$ cat src/rtl/pa_pkg.sv
package pa_pkg;
    typedef enum logic [1:0] {
        PA_RAMP     = 2'd0,
        PA_ASK      = 2'd1,
        PA_OOK      = 2'd2,
        PA_RAMP_ALT = 2'd3
    } pa_mode_e;
endpackage

$ cat src/rtl/pa_subtick.sv
module pa_subtick #(
    parameter int SUB_STEPS = 8,
    parameter int TICK_DIV  = 2
) (
    input  logic clk,
    input  logic rst_n,
    input  logic sym_stb,
    output logic tick
);
    localparam int STEP_W = $clog2(SUB_STEPS) + 1;
    localparam int DIV_W  = $clog2(TICK_DIV) + 1;

    typedef struct packed {
        logic [STEP_W-1:0] left;
        logic [DIV_W-1:0]  div;
    } sub_st_t;

    sub_st_t st_d, st_q;

    always_comb begin
        st_d = st_q;
        tick = sym_stb || (st_q.left != '0 && st_q.div == '0);
        if (sym_stb) begin
            st_d.left = STEP_W'(SUB_STEPS - 1);
            st_d.div  = DIV_W'(TICK_DIV - 1);
        end else if (st_q.left != '0) begin
            if (st_q.div == '0) begin
                st_d.left = st_q.left - STEP_W'(1);
                st_d.div  = DIV_W'(TICK_DIV - 1);
            end else begin
                st_d.div = st_q.div - DIV_W'(1);
            end
        end
    end

    always_ff @(posedge clk or negedge rst_n) begin
        if (!rst_n) st_q <= '0;
        else        st_q <= st_d;
    end
endmodule

$ cat src/rtl/pa_power_table.sv
module pa_power_table #(
    parameter int  ENTRIES = 8,
    parameter int  PWR_W   = 8,
    localparam int IDX_W   = $clog2(ENTRIES)
) (
    input  logic                            clk,
    input  logic                            rst_n,
    input  logic                            wr_en,
    input  logic [IDX_W-1:0]                wr_addr,
    input  logic [PWR_W-1:0]                wr_data,
    input  logic                            lock,
    input  logic                            sleep_req,
    output logic [ENTRIES-1:0][PWR_W-1:0]   tbl
);
    logic [ENTRIES-1:0][PWR_W-1:0] tbl_d, tbl_q;
    logic wr_ok;

    always_comb begin
        wr_ok = wr_en && !lock && !sleep_req;
        tbl_d = tbl_q;
        for (int i = 0; i < ENTRIES; i++) begin
            if (sleep_req && i != 0) begin
                tbl_d[i] = '0;
            end else if (wr_ok && wr_addr == IDX_W'(i)) begin
                tbl_d[i] = wr_data;
            end
        end
    end

    always_ff @(posedge clk or negedge rst_n) begin
        if (!rst_n) tbl_q <= '0;
        else        tbl_q <= tbl_d;
    end

    assign tbl = tbl_q;
endmodule

$ cat src/rtl/pa_index_ctrl.sv
module pa_index_ctrl
    import pa_pkg::*;
#(
    parameter int IDX_W = 3
) (
    input  logic             clk,
    input  logic             rst_n,
    input  logic             tick,
    input  logic             tx_en,
    input  pa_mode_e         mode,
    input  logic             sym_bit,
    input  logic [IDX_W-1:0] max_idx,
    output logic [IDX_W-1:0] idx,
    output logic             active,
    output logic             done
);
    typedef struct packed {
        logic             active;
        logic             done;
        logic [IDX_W-1:0] idx;
    } ctl_st_t;

    ctl_st_t st_d, st_q;
    logic [IDX_W-1:0] step_up, step_dn;
    logic             go_up;

    always_comb begin
        step_up = (st_q.idx >= max_idx) ? max_idx : st_q.idx + IDX_W'(1);
        step_dn = (st_q.idx == '0) ? '0 : st_q.idx - IDX_W'(1);
        go_up   = tx_en && (mode != PA_ASK || sym_bit);

        st_d      = st_q;
        st_d.done = 1'b0;
        if (!st_q.active) begin
            st_d.idx = '0;
            if (tx_en) st_d.active = 1'b1;
        end else if (!tx_en && st_q.idx == '0) begin
            st_d.active = 1'b0;
            st_d.done   = 1'b1;
        end else if (tick && mode != PA_OOK) begin
            st_d.idx = go_up ? step_up : step_dn;
        end
    end

    always_ff @(posedge clk or negedge rst_n) begin
        if (!rst_n) st_q <= '0;
        else        st_q <= st_d;
    end

    assign idx    = st_q.idx;
    assign active = st_q.active;
    assign done   = st_q.done;
endmodule

$ cat src/rtl/pa_ramp_shaper.sv
module pa_ramp_shaper
    import pa_pkg::*;
#(
    parameter int  ENTRIES   = 8,
    parameter int  PWR_W     = 8,
    parameter int  SUB_STEPS = 8,
    parameter int  TICK_DIV  = 2,
    localparam int IDX_W     = $clog2(ENTRIES)
) (
    input  logic             clk,
    input  logic             rst_n,
    input  logic             tbl_wr_en,
    input  logic [IDX_W-1:0] tbl_wr_addr,
    input  logic [PWR_W-1:0] tbl_wr_data,
    input  logic [IDX_W-1:0] max_idx,
    input  logic [1:0]       mode_sel,
    input  logic             tx_en,
    input  logic             sym_stb,
    input  logic             tx_bit,
    input  logic             sleep_req,
    output logic [PWR_W-1:0] pa_level,
    output logic             ramp_done
);
    pa_mode_e                      mode;
    logic                          sub_tick;
    logic                          tx_active;
    logic [IDX_W-1:0]              cur_idx;
    logic [ENTRIES-1:0][PWR_W-1:0] tbl_w;

    assign mode = pa_mode_e'(mode_sel);

    pa_subtick #(
        .SUB_STEPS(SUB_STEPS),
        .TICK_DIV (TICK_DIV)
    ) i_subtick (
        .clk    (clk),
        .rst_n  (rst_n),
        .sym_stb(sym_stb),
        .tick   (sub_tick)
    );

    pa_power_table #(
        .ENTRIES(ENTRIES),
        .PWR_W  (PWR_W)
    ) i_table (
        .clk      (clk),
        .rst_n    (rst_n),
        .wr_en    (tbl_wr_en),
        .wr_addr  (tbl_wr_addr),
        .wr_data  (tbl_wr_data),
        .lock     (tx_active),
        .sleep_req(sleep_req),
        .tbl      (tbl_w)
    );

    pa_index_ctrl #(
        .IDX_W(IDX_W)
    ) i_index (
        .clk    (clk),
        .rst_n  (rst_n),
        .tick   (sub_tick),
        .tx_en  (tx_en),
        .mode   (mode),
        .sym_bit(tx_bit),
        .max_idx(max_idx),
        .idx    (cur_idx),
        .active (tx_active),
        .done   (ramp_done)
    );

    always_comb begin
        if (mode == PA_OOK) begin
            pa_level = (tx_active && tx_bit) ? tbl_w[1] : tbl_w[0];
        end else begin
            pa_level = tbl_w[cur_idx];
        end
    end
endmodule

$ cat config.mk
export PLATFORM = sky130hd
export DESIGN_NAME = pa_ramp_shaper
export DESIGN_NICKNAME = d
export VERILOG_FILES = /design/src/rtl/pa_pkg.sv /design/src/rtl/pa_subtick.sv /design/src/rtl/pa_power_table.sv /design/src/rtl/pa_index_ctrl.sv /design/src/rtl/pa_ramp_shaper.sv
export SDC_FILE = /design/constraint.sdc
export NUM_CORES = 1
export LEC_CHECK = 0
export BUFFER_PORTS_ARGS = -buffer_cell sky130_fd_sc_hd__buf_4
export CORE_MARGIN = 2
export CORE_UTILIZATION = 55
export CTS_CLUSTER_DIAMETER = 200
export DETAILED_ROUTE_END_ITERATION = 6
export PLACE_DENSITY = 0.74
export RECOVER_POWER = 25
export SLEW_MARGIN = 20
export SYNTH_ARGS = -nofsm -noshare
export SYNTH_HDL_FRONTEND = slang
export SYNTH_SLANG_ARGS = --single-unit
export TNS_END_PERCENT = 5
$ cat constraint.sdc
create_clock -name clk -period 2.45 [get_ports clk]
set_clock_uncertainty 0.1 [all_clocks]
set_input_delay 0.1225 -clock clk [delete_from_list [all_inputs] [get_ports clk]]
set_output_delay 0.1225 -clock clk [all_outputs]
set_load 0.03 [all_outputs]
Yosys cells after proc, flatten, opt, wreduce, memory -nomap -nowiden
Index checks and enable logic that the tools add are counted.

Div/mod/pow operators: 0. Add/sub/neg operators: 4. Bitwise operators: 0. Equal/unequal tests: 12. Reductions and logical operators: 35. Shifts and indexed selects: 0. $lt $le $gt $ge: 2. Muxes and demuxes: 32. Multiply operators: 0.

Operator list (number): $mux 8 (17); $bmux 8 s3 (1); $mux 3 (6); $reduce_bool 2->1 (9); $logic_and 1x1->1 (15); $eq 3x3->1 const B (4); $mux 6 (2); $eq 3x2->1 const B (2); $logic_not 3->1 (2); $ne 2x2->1 const B (3); $lt 3x4->1 const B (1); $mux 2 (2); $mux 4 (1); $reduce_and 2->1 (2); $reduce_bool 4->1 (1); $sub 4x1->4 const B (1); $add 3x1->3 const B (1); $eq 3x1->1 const B (1); $ge 3x3->1 (1); $logic_not 1->1 (3); $mux 1 (3); $sub 3x1->3 const B (1); $eq 2x2->1 const B (1); $logic_not 2->1 (1); other kinds (3) (4).

Memories: 0. Bits in writable memories: 0. Register bits after elaboration: 75. Latch bits: 0. Word-level logic and storage cells: 98. Bits in read-only memories: 0.

Longest topological paths before layout
Depth in word-level cells: 7. Depth in mapped cells: 8. Depth with buffers taken out: 6.

By module
A second synthesis with hierarchy kept.

Cell total of the unflattened synthesis: 383. Area total of the unflattened synthesis: 4327.9 um^2.

By module, submodules not included: pa_power_table (area an instance 2803.9 um^2, cells an instance 215, instances 1); pa_ramp_shaper (area an instance 780.7 um^2, cells an instance 94, instances 1); pa_index_ctrl (area an instance 444.2 um^2, cells an instance 46, instances 1); pa_subtick (area an instance 299.0 um^2, cells an instance 28, instances 1).

Worst setup path before layout
No wires, ideal clock.

Path type: register to register. Start point: reg i_index.st_q, in the netlist i_index.idx[0]. End point: reg i_index.st_q, in the netlist i_index.idx[0]. Clock period less this slack: 2.014 ns. Arrival: 1.810 ns. Slack: 0.436 ns. Library setup time: 0.104 ns. Required time: 2.246 ns. Buffers on the path: 2. Cell stages (with the launch flop): 9. Cell sequence: dfrtp_1 buf_2 buf_4 inv_1 ha_1 nor2b_1 o21a_1 o211ai_1 a221oi_1.

Cells in the longest elaborated chain, start to end: 6.

RTL lines: from (decl) (line pa_index_ctrl.sv:23) `ctl_st_t st_d, st_q;`; from (signal assigned) (line pa_index_ctrl.sv:47) `else st_q <= st_d;`; $sub 3x1->3 (tied with other cells) (line pa_index_ctrl.sv:29) `step_dn = (st_q.idx == '0) ? '0 : st_q.idx - IDX_W'(1);`; $mux 3 (on tied branches) (line pa_index_ctrl.sv:29, pa_index_ctrl.sv:28); $mux 3 (line pa_index_ctrl.sv:41) `st_d.idx = go_up ? step_up : step_dn;`; $mux 3 (line pa_index_ctrl.sv:40) `end else if (tick && mode != PA_OOK) begin`; $mux 3 (line pa_index_ctrl.sv:37) `end else if (!tx_en && st_q.idx == '0) begin`; $mux 3 (line pa_index_ctrl.sv:34) `if (!st_q.active) begin`.

Several ways; a longest one is shown, not always the timed one. The select of a mux whose other input is x is not followed. A chain may end at the register's enable or synchronous reset.

Worst setup path after layout
Start point: reg i_index.st_q, in the netlist i_index.idx[0]. End point: out pa_level[4].

Cells in the longest elaborated chain, start to end: 3.

RTL lines: $bmux 8 s3 (line pa_ramp_shaper.sv:75) `pa_level = tbl_w[cur_idx];`; $mux 8 (not written as such) (line pa_ramp_shaper.sv:75); $mux 8 (line pa_ramp_shaper.sv:72) `if (mode == PA_OOK) begin`; to (decl) (line pa_ramp_shaper.sv:21) `output logic [PWR_W-1:0] pa_level,`.

Every way passes these cells. The select of a mux whose other input is x is not followed.

==> reports/results.ini <==
[worst_setup_path]
crit_arrival_ps=2040
r2r_end=i_table.tbl[7]
crit_type=reg -> out
end_kind=output port
critPathRequiredTime_ps=2230
rr_worst_depth=4
r2r_slack_ps=480
critPathLaunchType=flop
regToRegStartpoint=i_index.active
worstPathMaxFanout=11

[floorplan]
die_h_um=89.7
start_util=0.563
core_um2=7180
dieArea_um2=8050
std_cell_rows=31
dieWidth_um=89.7
num_io_pins=32

[placed_design]
dpl-instance-area_um2=4370
dp.cells=508
gp_congestion=0.853
port_buffers=31
post-dp-hpwl_mm=6.57

[yosys]
yosys.cell_types.count=45
yosysTopAreaCell=dfrtp_1
yosys_warnings=0
postSynthAreaPerCell_um2=10.2
syn_inst=398
synth_edf_count=0
ys_seq_elements=75
async_flop_share=1.00
synth_top_cells_by_area=dfrtp_1, mux4_2, a21oi_1
synth.net_count=428
netlist.area_leader.share=0.464
synthFlopType=dfrtp_1
seq_area_frac_synth=0.464
netlist_area_um2=4040

[clocking]
cts_buffers=9
insertion_delay_ps=340
clkTransAtPathRegs_ps=80
cts_buffer_depth=2
tritoncts=yes
clock-sinks=75
post_cts_buffers=0
cts_root_buf=clkbuf_8
cts_resized=0
htree_levels=3

[power_and_ir_drop]
p_leak_nw=1.99
finalPower_mw=3.49
power.density_nw_per_um2=748
ir_drop_mv=0.380

[detailed_routing]
drc_errors=0
viasPerCell=6.14
num_vias=3284
drt_first_pass_iters=5
wl_mm=10.3
post_drt_wl_per_cell_um=19.2
drt.antenna.violating_nets=0
first_iter_violations=379

[timing]
rsz0062_at_grt=no
timing.final.crit_period_ps=2260
post-route-period-util=0.923
hold_viol=0
relSlewSlack=-0.108
tns_ps=0
worstMarginPinSlew_ps=1660
slew_viol_final=76
setup_viol=0
max_freq_mhz=442

[layout]
layoutNonFillerInstCount=535
fin_nets=461
num_antenna_cells=0
syn2layout_area_growth_pct=15.4
stdcell_area_um2=4660
drive_above_1_share=0.197
final.fill_count=586

[global_routing]
grt_util_all_layers=0.265
grt_pass1_wl_mm=16.8
grt_max_degree=76
globalRoute.totalOverflow=0
first_global_vias=3245
antenna_found_initial=0

[hold_path]
worstHoldStart=sleep_req
hold_path_end=i_table.tbl[52]
hold_path.class=in -> reg
holdPathStages=2

[outcome]
outcome=finished, violations left
violations=max-capacitance violations, max-slew violations

[job]
timing.max_cap.violations=1

==> cell usage in the layout, fill, tap and decap left out, types with 2 or more instances in the layout <==
| master | instances |
|---|---|
| nand2b_1 | 6 |
| clkinv_2 | 2 |
| mux2i_1 | 24 |
| mux2_2 | 4 |
| and3_1 | 10 |
| nor3b_1 | 3 |
| ha_1 | 7 |
| dfrtp_1 | 75 |
| a211oi_1 | 8 |
| o21a_1 | 2 |
| xnor2_1 | 3 |
| inv_1 | 8 |
| o21bai_1 | 3 |
| o211ai_1 | 3 |
| nor2_1 | 23 |
| mux4_2 | 16 |
| nor2b_1 | 3 |
| nand2_1 | 49 |
| buf_4 | 41 |
| o21ai_0 | 2 |
| a21oi_1 | 49 |
| clkbuf_8 | 11 |
| mux2_1 | 4 |
| inv_6 | 2 |
| nand3_1 | 41 |
| dlygate4sd3_1 | 11 |
| a31oi_1 | 4 |
==> cell families (layout without fill, tap and decap cells) <==
kind of cell               after synthesis  in the layout  share of synthesized area
and+or+nand+nor                        145            145                      0.174
AOI/OAI and AO/OA                       78             78                      0.116
DFF                                     75             75                      0.464
muxes                                   48             48                      0.171
buffers and inverters                   41             79                     0.0443
adders and majority gates                7              7                     0.0217
xor gates and xnor gates                 4              4                    0.00867
==> registers in the layout (all words and copies together), names as in the netlist <==
register / cells
i_index.active: 1
i_index.done: 1
i_index.idx: 3
i_subtick.st_q: 6
i_table.tbl: 64
==> metal layers <==
metal,GRT usage,wire [µm],vias to the layer above
met2,0.422,5060,149
met3,0.0427,677,28
li1,-,-,1493
met4,0.123,264,0
met1,0.363,4260,1614
met5,0,0,-
==> through the flow <==
step	hold WS, ps	utilization	worst slack, ps
after floorplan	-273	-	436
after global placement	220	0.610	523
after detailed placement	222	0.610	506
after CTS	8.81	0.651	195
after global routing	24.9	0.650	120
final	18.7	0.650	190
==> area by class of cell <==
cell class              instances  area [µm²]  area share
well taps                      99         124      0.0266
repair buffers                 55         447      0.0958
inverters                       8        30.0     0.00644
clock inverters                 5        35.0     0.00751
multi-input cells             282        2000       0.429
clock buffers                  11         151      0.0325
flip-flops and latches         75        1880       0.402
==> cell usage after synthesis (all sizes together), types with 2 or more instances <==
cell     instances
a31oi            4
mux2i           24
xnor2            3
dfrtp           75
nor2b            3
ha               7
o2111ai          2
o21ai            2
buf             14
mux4            16
o21bai           3
o21a             2
inv              8
nand2b           6
a21oi           49
and3            11
nand3           41
mux2             8
clkbuf          19
o211ai           3
a211oi           8
nor2            23
nand2           50
nor3b            3
==> power breakdown <==
| part | internal [mW] | switching, mW | leakage [nW] | total, mW |
|---|---|---|---|---|
| Clock | 0.427 | 0.472 | 0.0961 | 0.899 |
| Sequential | 1.33 | 0.0768 | 1.02 | 1.41 |
| Combinational | 0.524 | 0.660 | 0.881 | 1.18 |
==> critical path, stage by stage, from the launching register on <==
cell and delay [ps]:
dfrtp_1 370, buf_4 250, mux4_2 590, mux2i_1 170
a21oi_1 100, buf_4 220
==> timing repair <==
item,in CTS,in global routing
endpoints found under the hold margin,124,0
hold buffers,11,0
setup endpoints to repair,0,0
==> worst max path at each step <==
stage,from,endpoint,slack [ps]
after floorplan,i_index.idx[0],i_index.idx[0],440
after global placement,i_index.active,i_table.tbl[1],520
after detailed placement,i_index.active,i_table.tbl[4],510
after CTS,i_index.idx[0],pa_level[4],200
after global routing,i_index.idx[0],pa_level[0],120
final,i_index.idx[0],pa_level[4],190
(Power assumes the default switching activity.)
